### src/rtl/mtmr_pkg.sv
package mtmr_pkg;

    // register selected by the in-window offset
    typedef enum logic [3:0] {
        SEL_NONE,
        SEL_STAT,
        SEL_MODE,
        SEL_LOAD,
        SEL_EN,
        SEL_RLD,
        SEL_CNT,
        SEL_CLR,
        SEL_MASK
    } reg_sel_e;

    localparam int WIN_W = 6;   // 64-byte window per channel

    function automatic reg_sel_e decode_off(input logic [WIN_W-1:0] off);
        case (off)
            6'h00:   decode_off = SEL_STAT;
            6'h04:   decode_off = SEL_MODE;
            6'h08:   decode_off = SEL_LOAD;
            6'h10:   decode_off = SEL_EN;
            6'h14:   decode_off = SEL_RLD;
            6'h18:   decode_off = SEL_CNT;
            6'h20:   decode_off = SEL_CLR;
            6'h24:   decode_off = SEL_MASK;
            default: decode_off = SEL_NONE;
        endcase
    endfunction

endpackage

### src/rtl/mtmr_apb.sv
module mtmr_apb
    import mtmr_pkg::*;
#(
    parameter int NCH    = 4,
    parameter int DATA_W = 32,
    parameter int IDX_W  = 2,
    parameter int ADDR_W = IDX_W + WIN_W
) (
    input  logic                  psel,
    input  logic                  penable,
    input  logic                  pwrite,
    input  logic [ADDR_W-1:0]     paddr,
    input  logic [DATA_W-1:0]     ch_rdata [NCH],
    output logic [NCH-1:0]        ch_wr,
    output reg_sel_e              sel,
    output logic [DATA_W-1:0]     prdata
);

    logic [IDX_W-1:0] idx;
    logic             idx_ok;
    logic             acc_wr;

    always_comb begin
        idx    = paddr[ADDR_W-1:WIN_W];
        idx_ok = (int'(idx) < NCH);
        sel    = decode_off(paddr[WIN_W-1:0]);
        acc_wr = psel && penable && pwrite;
        prdata = '0;
        ch_wr  = '0;
        for (int i = 0; i < NCH; i++) begin
            if (idx_ok && (int'(idx) == i)) begin
                ch_wr[i] = acc_wr && (sel != SEL_NONE);
                if (psel && !pwrite) prdata = ch_rdata[i];
            end
        end
    end

endmodule

### src/rtl/mtmr_chan.sv
module mtmr_chan
    import mtmr_pkg::*;
#(
    parameter int CNT_W   = 32,
    parameter int DATA_W  = 32,
    parameter int CLR_LAT = 2,
    parameter int BUSY_W  = $clog2(CLR_LAT + 1)
) (
    input  logic              clk,
    input  logic              rst_n,
    input  logic              wr,
    input  reg_sel_e          sel,
    input  logic [DATA_W-1:0] wdata,
    output logic [DATA_W-1:0] rdata,
    output logic              irq
);

    typedef struct packed {
        logic              mode;
        logic [CNT_W-1:0]  load;
        logic              en;
        logic [CNT_W-1:0]  cnt;
        logic              stat;
        logic              mask;
        logic [BUSY_W-1:0] busy;
    } chan_st_t;

    chan_st_t s_d, s_q;
    logic     tmo;

    always_comb begin
        s_d = s_q;
        tmo = s_q.en && (s_q.cnt == '0);
        // counting and timeout
        if (tmo) begin
            if (s_q.mode) s_d.en  = 1'b0;
            else          s_d.cnt = s_q.load;
        end else if (s_q.en) begin
            s_d.cnt = s_q.cnt - 1'b1;
        end
        // clear handshake countdown
        if (s_q.busy != '0) begin
            s_d.busy = s_q.busy - 1'b1;
            if (s_q.busy == BUSY_W'(1)) s_d.stat = 1'b0;
        end
        // register writes
        if (wr) begin
            case (sel)
                SEL_MODE: s_d.mode = wdata[0];
                SEL_LOAD: s_d.load = wdata[CNT_W-1:0];
                SEL_EN:   s_d.en   = wdata[0];
                SEL_RLD:  s_d.cnt  = s_q.load;
                SEL_CLR:  if (wdata[0] && (s_q.busy == '0)) s_d.busy = BUSY_W'(CLR_LAT);
                SEL_MASK: s_d.mask = wdata[0];
                default:  ;
            endcase
        end
        // a new timeout wins over a finishing clear
        if (tmo) s_d.stat = 1'b1;
    end

    always_ff @(posedge clk or negedge rst_n) begin
        if (!rst_n) s_q <= '0;
        else        s_q <= s_d;
    end

    always_comb begin
        case (sel)
            SEL_STAT: rdata = DATA_W'(s_q.stat);
            SEL_MODE: rdata = DATA_W'(s_q.mode);
            SEL_LOAD: rdata = DATA_W'(s_q.load);
            SEL_EN:   rdata = DATA_W'(s_q.en);
            SEL_CNT:  rdata = DATA_W'(s_q.cnt);
            SEL_CLR:  rdata = DATA_W'({(s_q.busy != '0), s_q.stat});
            SEL_MASK: rdata = DATA_W'(s_q.mask);
            default:  rdata = '0;
        endcase
    end

    assign irq = s_q.stat & ~s_q.mask;


    dec_step_chk: assert property (@(posedge clk) disable iff (!rst_n)
        (s_q.en && (s_q.cnt != '0) && !(wr && sel == SEL_RLD))
        |=> (s_q.cnt == $past(s_q.cnt) - 1'b1));


    reload_chk: assert property (@(posedge clk) disable iff (!rst_n)
        (wr && sel == SEL_RLD) |=> (s_q.cnt == $past(s_q.load)));


    cont_wrap_chk: assert property (@(posedge clk) disable iff (!rst_n)
        (tmo && !s_q.mode && !(wr && sel == SEL_RLD))
        |=> (s_q.cnt == $past(s_q.load)) && s_q.stat);


    single_stop_chk: assert property (@(posedge clk) disable iff (!rst_n)
        (tmo && s_q.mode && !(wr && sel == SEL_EN)) |=> (!s_q.en && s_q.stat));


    stat_fall_chk: assert property (@(posedge clk) disable iff (!rst_n)
        $fell(s_q.stat) |-> ($past(s_q.busy) == BUSY_W'(1)));


    busy_hold_chk: assert property (@(posedge clk) disable iff (!rst_n)
        (wr && sel == SEL_CLR && s_q.busy != '0)
        |=> (s_q.busy == $past(s_q.busy) - 1'b1));

endmodule

### src/rtl/mtmr_top.sv
module mtmr_top
    import mtmr_pkg::*;
#(
    parameter int NCH     = 4,
    parameter int CNT_W   = 32,
    parameter int DATA_W  = 32,
    parameter int CLR_LAT = 2,
    localparam int IDX_W  = (NCH > 1) ? $clog2(NCH) : 1,
    localparam int ADDR_W = IDX_W + WIN_W
) (
    input  logic              clk,
    input  logic              rst_n,
    input  logic              psel,
    input  logic              penable,
    input  logic              pwrite,
    input  logic [ADDR_W-1:0] paddr,
    input  logic [DATA_W-1:0] pwdata,
    output logic [DATA_W-1:0] prdata,
    output logic [NCH-1:0]    irq
);

    logic [DATA_W-1:0] ch_rdata [NCH];
    logic [NCH-1:0]    ch_wr;
    reg_sel_e          sel;

    mtmr_apb #(
        .NCH(NCH), .DATA_W(DATA_W), .IDX_W(IDX_W), .ADDR_W(ADDR_W)
    ) u_apb (
        .psel(psel), .penable(penable), .pwrite(pwrite), .paddr(paddr),
        .ch_rdata(ch_rdata), .ch_wr(ch_wr), .sel(sel), .prdata(prdata)
    );

    for (genvar g = 0; g < NCH; g++) begin : g_ch
        mtmr_chan #(
            .CNT_W(CNT_W), .DATA_W(DATA_W), .CLR_LAT(CLR_LAT)
        ) u_ch (
            .clk(clk), .rst_n(rst_n), .wr(ch_wr[g]), .sel(sel),
            .wdata(pwdata), .rdata(ch_rdata[g]), .irq(irq[g])
        );
    end


    one_chan_wr_chk: assert property (@(posedge clk) disable iff (!rst_n)
        $onehot0(ch_wr));

endmodule

### config.mk
export PLATFORM = sky130hd
export DESIGN_NAME = mtmr_top
export DESIGN_NICKNAME = d
export VERILOG_FILES = /design/src/rtl/mtmr_pkg.sv /design/src/rtl/mtmr_apb.sv /design/src/rtl/mtmr_chan.sv /design/src/rtl/mtmr_top.sv
export SDC_FILE = /design/constraint.sdc
export NUM_CORES = 1
export LEC_CHECK = 0
export CORE_ASPECT_RATIO = 1.2
export CORE_MARGIN = 4
export CORE_UTILIZATION = 49
export DETAILED_ROUTE_END_ITERATION = 7
export PLACE_DENSITY = 0.77
export SLEW_MARGIN = 5
export SYNTH_ARGS = -nofsm -noshare
export SYNTH_HDL_FRONTEND = slang
export SYNTH_HIERARCHICAL = 1
export SYNTH_SLANG_ARGS = --single-unit
### constraint.sdc
create_clock -name clk -period 3.08 [get_ports clk]
set_clock_uncertainty 0.05 [all_clocks]
set_input_delay 0.308 -clock clk [delete_from_list [all_inputs] [get_ports clk]]
set_output_delay 0.308 -clock clk [all_outputs]
set_load 0.05 [all_outputs]
* Yosys cells after proc, flatten, opt, wreduce, memory -nomap -nowiden
Cells that the tools add are included.
** Storage, ports and cells
- Memories :: 0
- Memory bits (writable) :: 0
- Input port bits :: 45
- Latch bits :: 0
- Bits in read-only memories :: 0
- Bits in registers :: 280
** Cells by class
- Bitwise logic cells :: 8
- Multiply operators :: 0
- Add/subtract/negate cells :: 8
- Mux-type cells :: 77
- Shift operators :: 0
- Reduce and logical (&&, ||, !) cells :: 52
- Eq/ne operators :: 22
- $lt $le $gt $ge :: 0
- Div/mod/pow operators :: 0
** Operator list (count)
- case mux 32 bit (7 select lines) :: 4
- two-way mux 32 bit :: 24
- two-way mux 33 bit :: 4
- logical NOT 32 bit :: 4
- subtractor 32 x 1 -> 32 bit, second input constant :: 4
- two-way mux 2 bit :: 16
- case mux 4 bit (8 select lines) :: 1
- AND reduction 2 bit :: 16
- two-way mux 1 bit :: 28
- nonzero test 2 bit :: 12
- equality test 6 x 5 -> 1 bit, second input constant :: 3
- equality test 4 x 3 -> 1 bit, second input constant :: 4
- equality test 6 bit, second input constant :: 2
- logical AND 1 bit :: 12
- equality test 2 x 1 -> 1 bit, second input constant :: 5
- logical NOT 2 bit :: 5
- equality test 4 x 2 -> 1 bit, second input constant :: 2
- subtractor 2 x 1 -> 2 bit, second input constant :: 4
- equality test 6 x 3 -> 1 bit, second input constant :: 1
- equality test 6 x 4 -> 1 bit, second input constant :: 1
- logical NOT 6 bit :: 1
- AND 1 bit :: 4
- equality test 2 bit, second input constant :: 2
- equality test 4 x 1 -> 1 bit, second input constant :: 1
- 4 further kinds :: 7

* Depth between registers and ports, before layout
- Depth after elaboration :: 12
- Depth in mapped cells :: 12

* Hierarchy
Netlist, hierarchy kept.
** By module, submodules not included
- mtmr_chan at g_ch[1].u_ch ... :: times used 3, seq. area each 1751.7 µm², cells each 362, area each 3986.3 µm²
- mtmr_chan at g_ch[0].u_ch :: times used 1, seq. area each 1751.7 µm², cells each 361, area each 3961.3 µm²
- mtmr_apb :: times used 1, seq. area each 0.0 µm², cells each 167, area each 1161.1 µm²

* Worst setup path before layout
OpenSTA, ideal clock, no wires.
- Path type :: input-to-output
- From :: in paddr[5]
- To :: out prdata[2]
- Path slack :: -0.590 ns
- Arrival :: 3.312 ns
- Stages :: 11
- Required time :: 2.722 ns
- Buffers on the path :: 3
- Path through :: clkbuf_1 > nor4b_1 > a31oi_1 > nor3_1 > clkbuf_1 > nor4bb_1 > clkbuf_1 > a22o_1 > mux2_2 > a22oi_1 > a21oi_1
** RTL lines
- from (decl) :: line mtmr_top.sv:16 : input logic [ADDR_W-1:0] paddr,
- to (decl) :: line mtmr_top.sv:18 : output logic [DATA_W-1:0] prdata,

==> metrics.csv <==
metric,value,unit
clk_path_buf_depth,3,
violations,negative setup slack,
cp_slowest_stage_delay,0.39,ns
max_cap_viol_count,0,
antenna_cells,0,
dieHeight,213,um
cts_made_buffers,30,
ant_nets,0,
synth_area_leaders,"dfrtp_1, mux2_2, a22o_1",
ys_types,77,
drv_slew,0,
worst_r2r_startpoint,g_ch[1].u_ch/s_q[4],
clock_latency,0.59,ns
synth_top_area_cell,dfrtp_1,
dpl.hpwl,45400,um
start_util,0.499,
dpl_cell_area,0.0202,sq mm
post-route-period-util,1.01,
clock_sinks,280,
yosys-top-cells-count,"dfrtp_1, mux2_2, a22o_1",
regMostFlops,g_ch.u_ch/s_q,
clk_pin_slew_worst_paths,0.06,ns
outcome,"complete, but fails checks",
io_pins,81,
setup_viol,6,
regToRegSetupSlack,0.21,ns
worst_pin_slew,1.01,ns
final-seq-area,0.00701,sq mm
syn_avg_cell_area,10.6,sq um
synth.most_common_cell,dfrtp_1,
reg.largest.list,g_ch.u_ch/s_q (280),
synth_top_flop_cell,dfrtp_1,
p_leak,9.62,nW
cts-root-buf,clkbuf_16,
path_delay_family,buffers and inverters,
wl_per_cell,27.9,um
grt_max_degree,70,
rsz0062_at_grt,yes,
synth_fp_nets,1663,
drt-initial-drc-count,1776,
path_max_fanout,22,
yosysWarningCount,6,
syn_to_final_growth,29.8,%
cpMaxStageDelayCell,a221o_2,
cellPowerDensity,367,mW/mm^2
yosysTopAreaCellShare,0.410,
rr_worst_depth,8,
row_count,74,
n_fill_cell,2641,
yosysSeqAreaShare,0.410,
htreeDepth,1,
crit_path_start_kind,primary input,
fin_crit,3.12,ns
overflow,0,
synth-async-reset-ratio,1.00,
first_pass_iters,5,
crit_chain,"buf_6, buf_4, a22oi_2, nor3_4, buf_6, buf_4, nor4bb_4, buf_12, buf_12, a22o_1, mux2i_2, nor2_1, a221o_2, buf_12",
r2r-end,g_ch[1].u_ch/s_q[10],
peakVddDrop,406,uV
grt_first_pass_wirelength,96100,um
maxSlewHeadroom,0.326,
fmax,320,MHz
antenna_found_initial,1,
die_w,178,um
cts_tree,done,
endpoint_kind,output port,
place_congestion,1.04,
synth_edf_count,0,
numPortBuffers,80,
ys_seq_elements,280,
syn_inst,1614,
coreArea,0.0343,sq mm
finalHoldViolCount,0,
routed_wl,64100,um
fin_cells,2299,
cp.required,2.72,ns
track_usage,0.331,
path_common_cell,buf_12,
vias,15700,
fin_area,0.0222,sq mm
drc,0,
finalPower,8.13,mW
fin_ws,-0.0410,ns
drive_above_1_share,0.344,
syn_area,0.0171,sq mm
path_buf_inv,7,
path_class,primary input to output port,
multi_input_area,0.0101,sq mm
dp_cells,2212,
arrival,2.76,ns
largest_reg_flops,280,
route.detailed.vias_per_inst,6.83,
final_nets,1868,
min_path_type,primary input to asynchronous set/reset pin,
grt_pass1_vias,15700,
dieArea,0.0379,sq mm
[worst reg2reg max path, delay by kind of cell, from the launching register on]
kind | cells | cell delay, ns
compound gates | 2 | 0.73
fa+ha+maj | 1 | 0.23
buf+inv | 2 | 0.38
flops | 1 | 0.45
simple gates | 3 | 0.92
[layout by cell type (no fill, tap or decap), types with 35 or more instances in the layout]
cell type / n
nor2_1: 103
mux2_2: 155
nand2_1: 58
buf_4: 141
clkbuf_16: 36
a22o_1: 158
dfrtp_1: 280
clkdlybuf4s50_1: 40
a21oi_1: 35
buf_12: 62
nor4_1: 39
[repair_timing]
item / 4_1_cts / 5_1_grt
hold endpoints to repair: 63 / 0
hold buffers: 1 / 0
pin swaps: 23 / 41
resized for setup: 75 / 53
buffers inserted: 16 / 10
setup endpoints to repair: 32 / 32
cloned: 7 / 6
[cell families (layout without fill, tap and decap cells)]
group | after synthesis | after routing | synth area share
flops | 280 | 280 | 0.410
fa+ha+maj | 4 | 4 | 0.00293
compound gates | 466 | 466 | 0.218
buf+inv | 143 | 372 | 0.0404
simple gates | 484 | 484 | 0.181
mux | 188 | 188 | 0.122
xor+xnor | 49 | 49 | 0.0251
[power by group]
part / switching, mW / internal (mW)
Clock: 1.67 / 2.17
Sequential: 0.0371 / 3.70
Combinational: 0.343 / 0.219
[worst max-delay path by stage]
stage | from | endpoint | slack [ns] | depth (start not counted)
final | paddr[3] | prdata[29] | -0.04 | 14
after CTS | paddr[1] | prdata[0] | 0.01 | 13
after floorplan | paddr[5] | prdata[10] | -0.05 | 11
after global placement | paddr[3] | prdata[18] | -0.45 | 14
after detailed placement | paddr[3] | prdata[18] | -0.50 | 14
after global routing | paddr[3] | prdata[29] | -0.07 | 14
[area by class of cell]
type / count / area share
multi-input combinational: 1191 / 0.455
timing repair buffer: 282 / 0.150
inverter: 34 / 0.00576
tap: 456 / 0.0257
clock buffer: 36 / 0.0367
clock inverter: 20 / 0.0106
sequential: 280 / 0.316
[stage by stage]
stage / utilization / TNS, ns / setup WS [ns] / hold slack, ns
CTS: 0.636 / 0 / 0.0115 / 0.260
detailed placement: 0.589 / -32.67 / -0.504 / 0.275
finish: 0.647 / -0.0731 / -0.0410 / 0.228
global route: 0.647 / -0.654 / -0.0672 / 0.272
floorplan: - / -0.702 / -0.0468 / -0.0376
global placement: 0.589 / -21.33 / -0.451 / 0.272
[per-layer routing]
layer | global-route usage | share of wire
met2 | 0.574 | 0.50
met3 | 0.0523 | 0.081
met1 | 0.415 | 0.37
met4 | 0.131 | 0.051
met5 | 0 | 0
(Power assumes the default switching activity.)
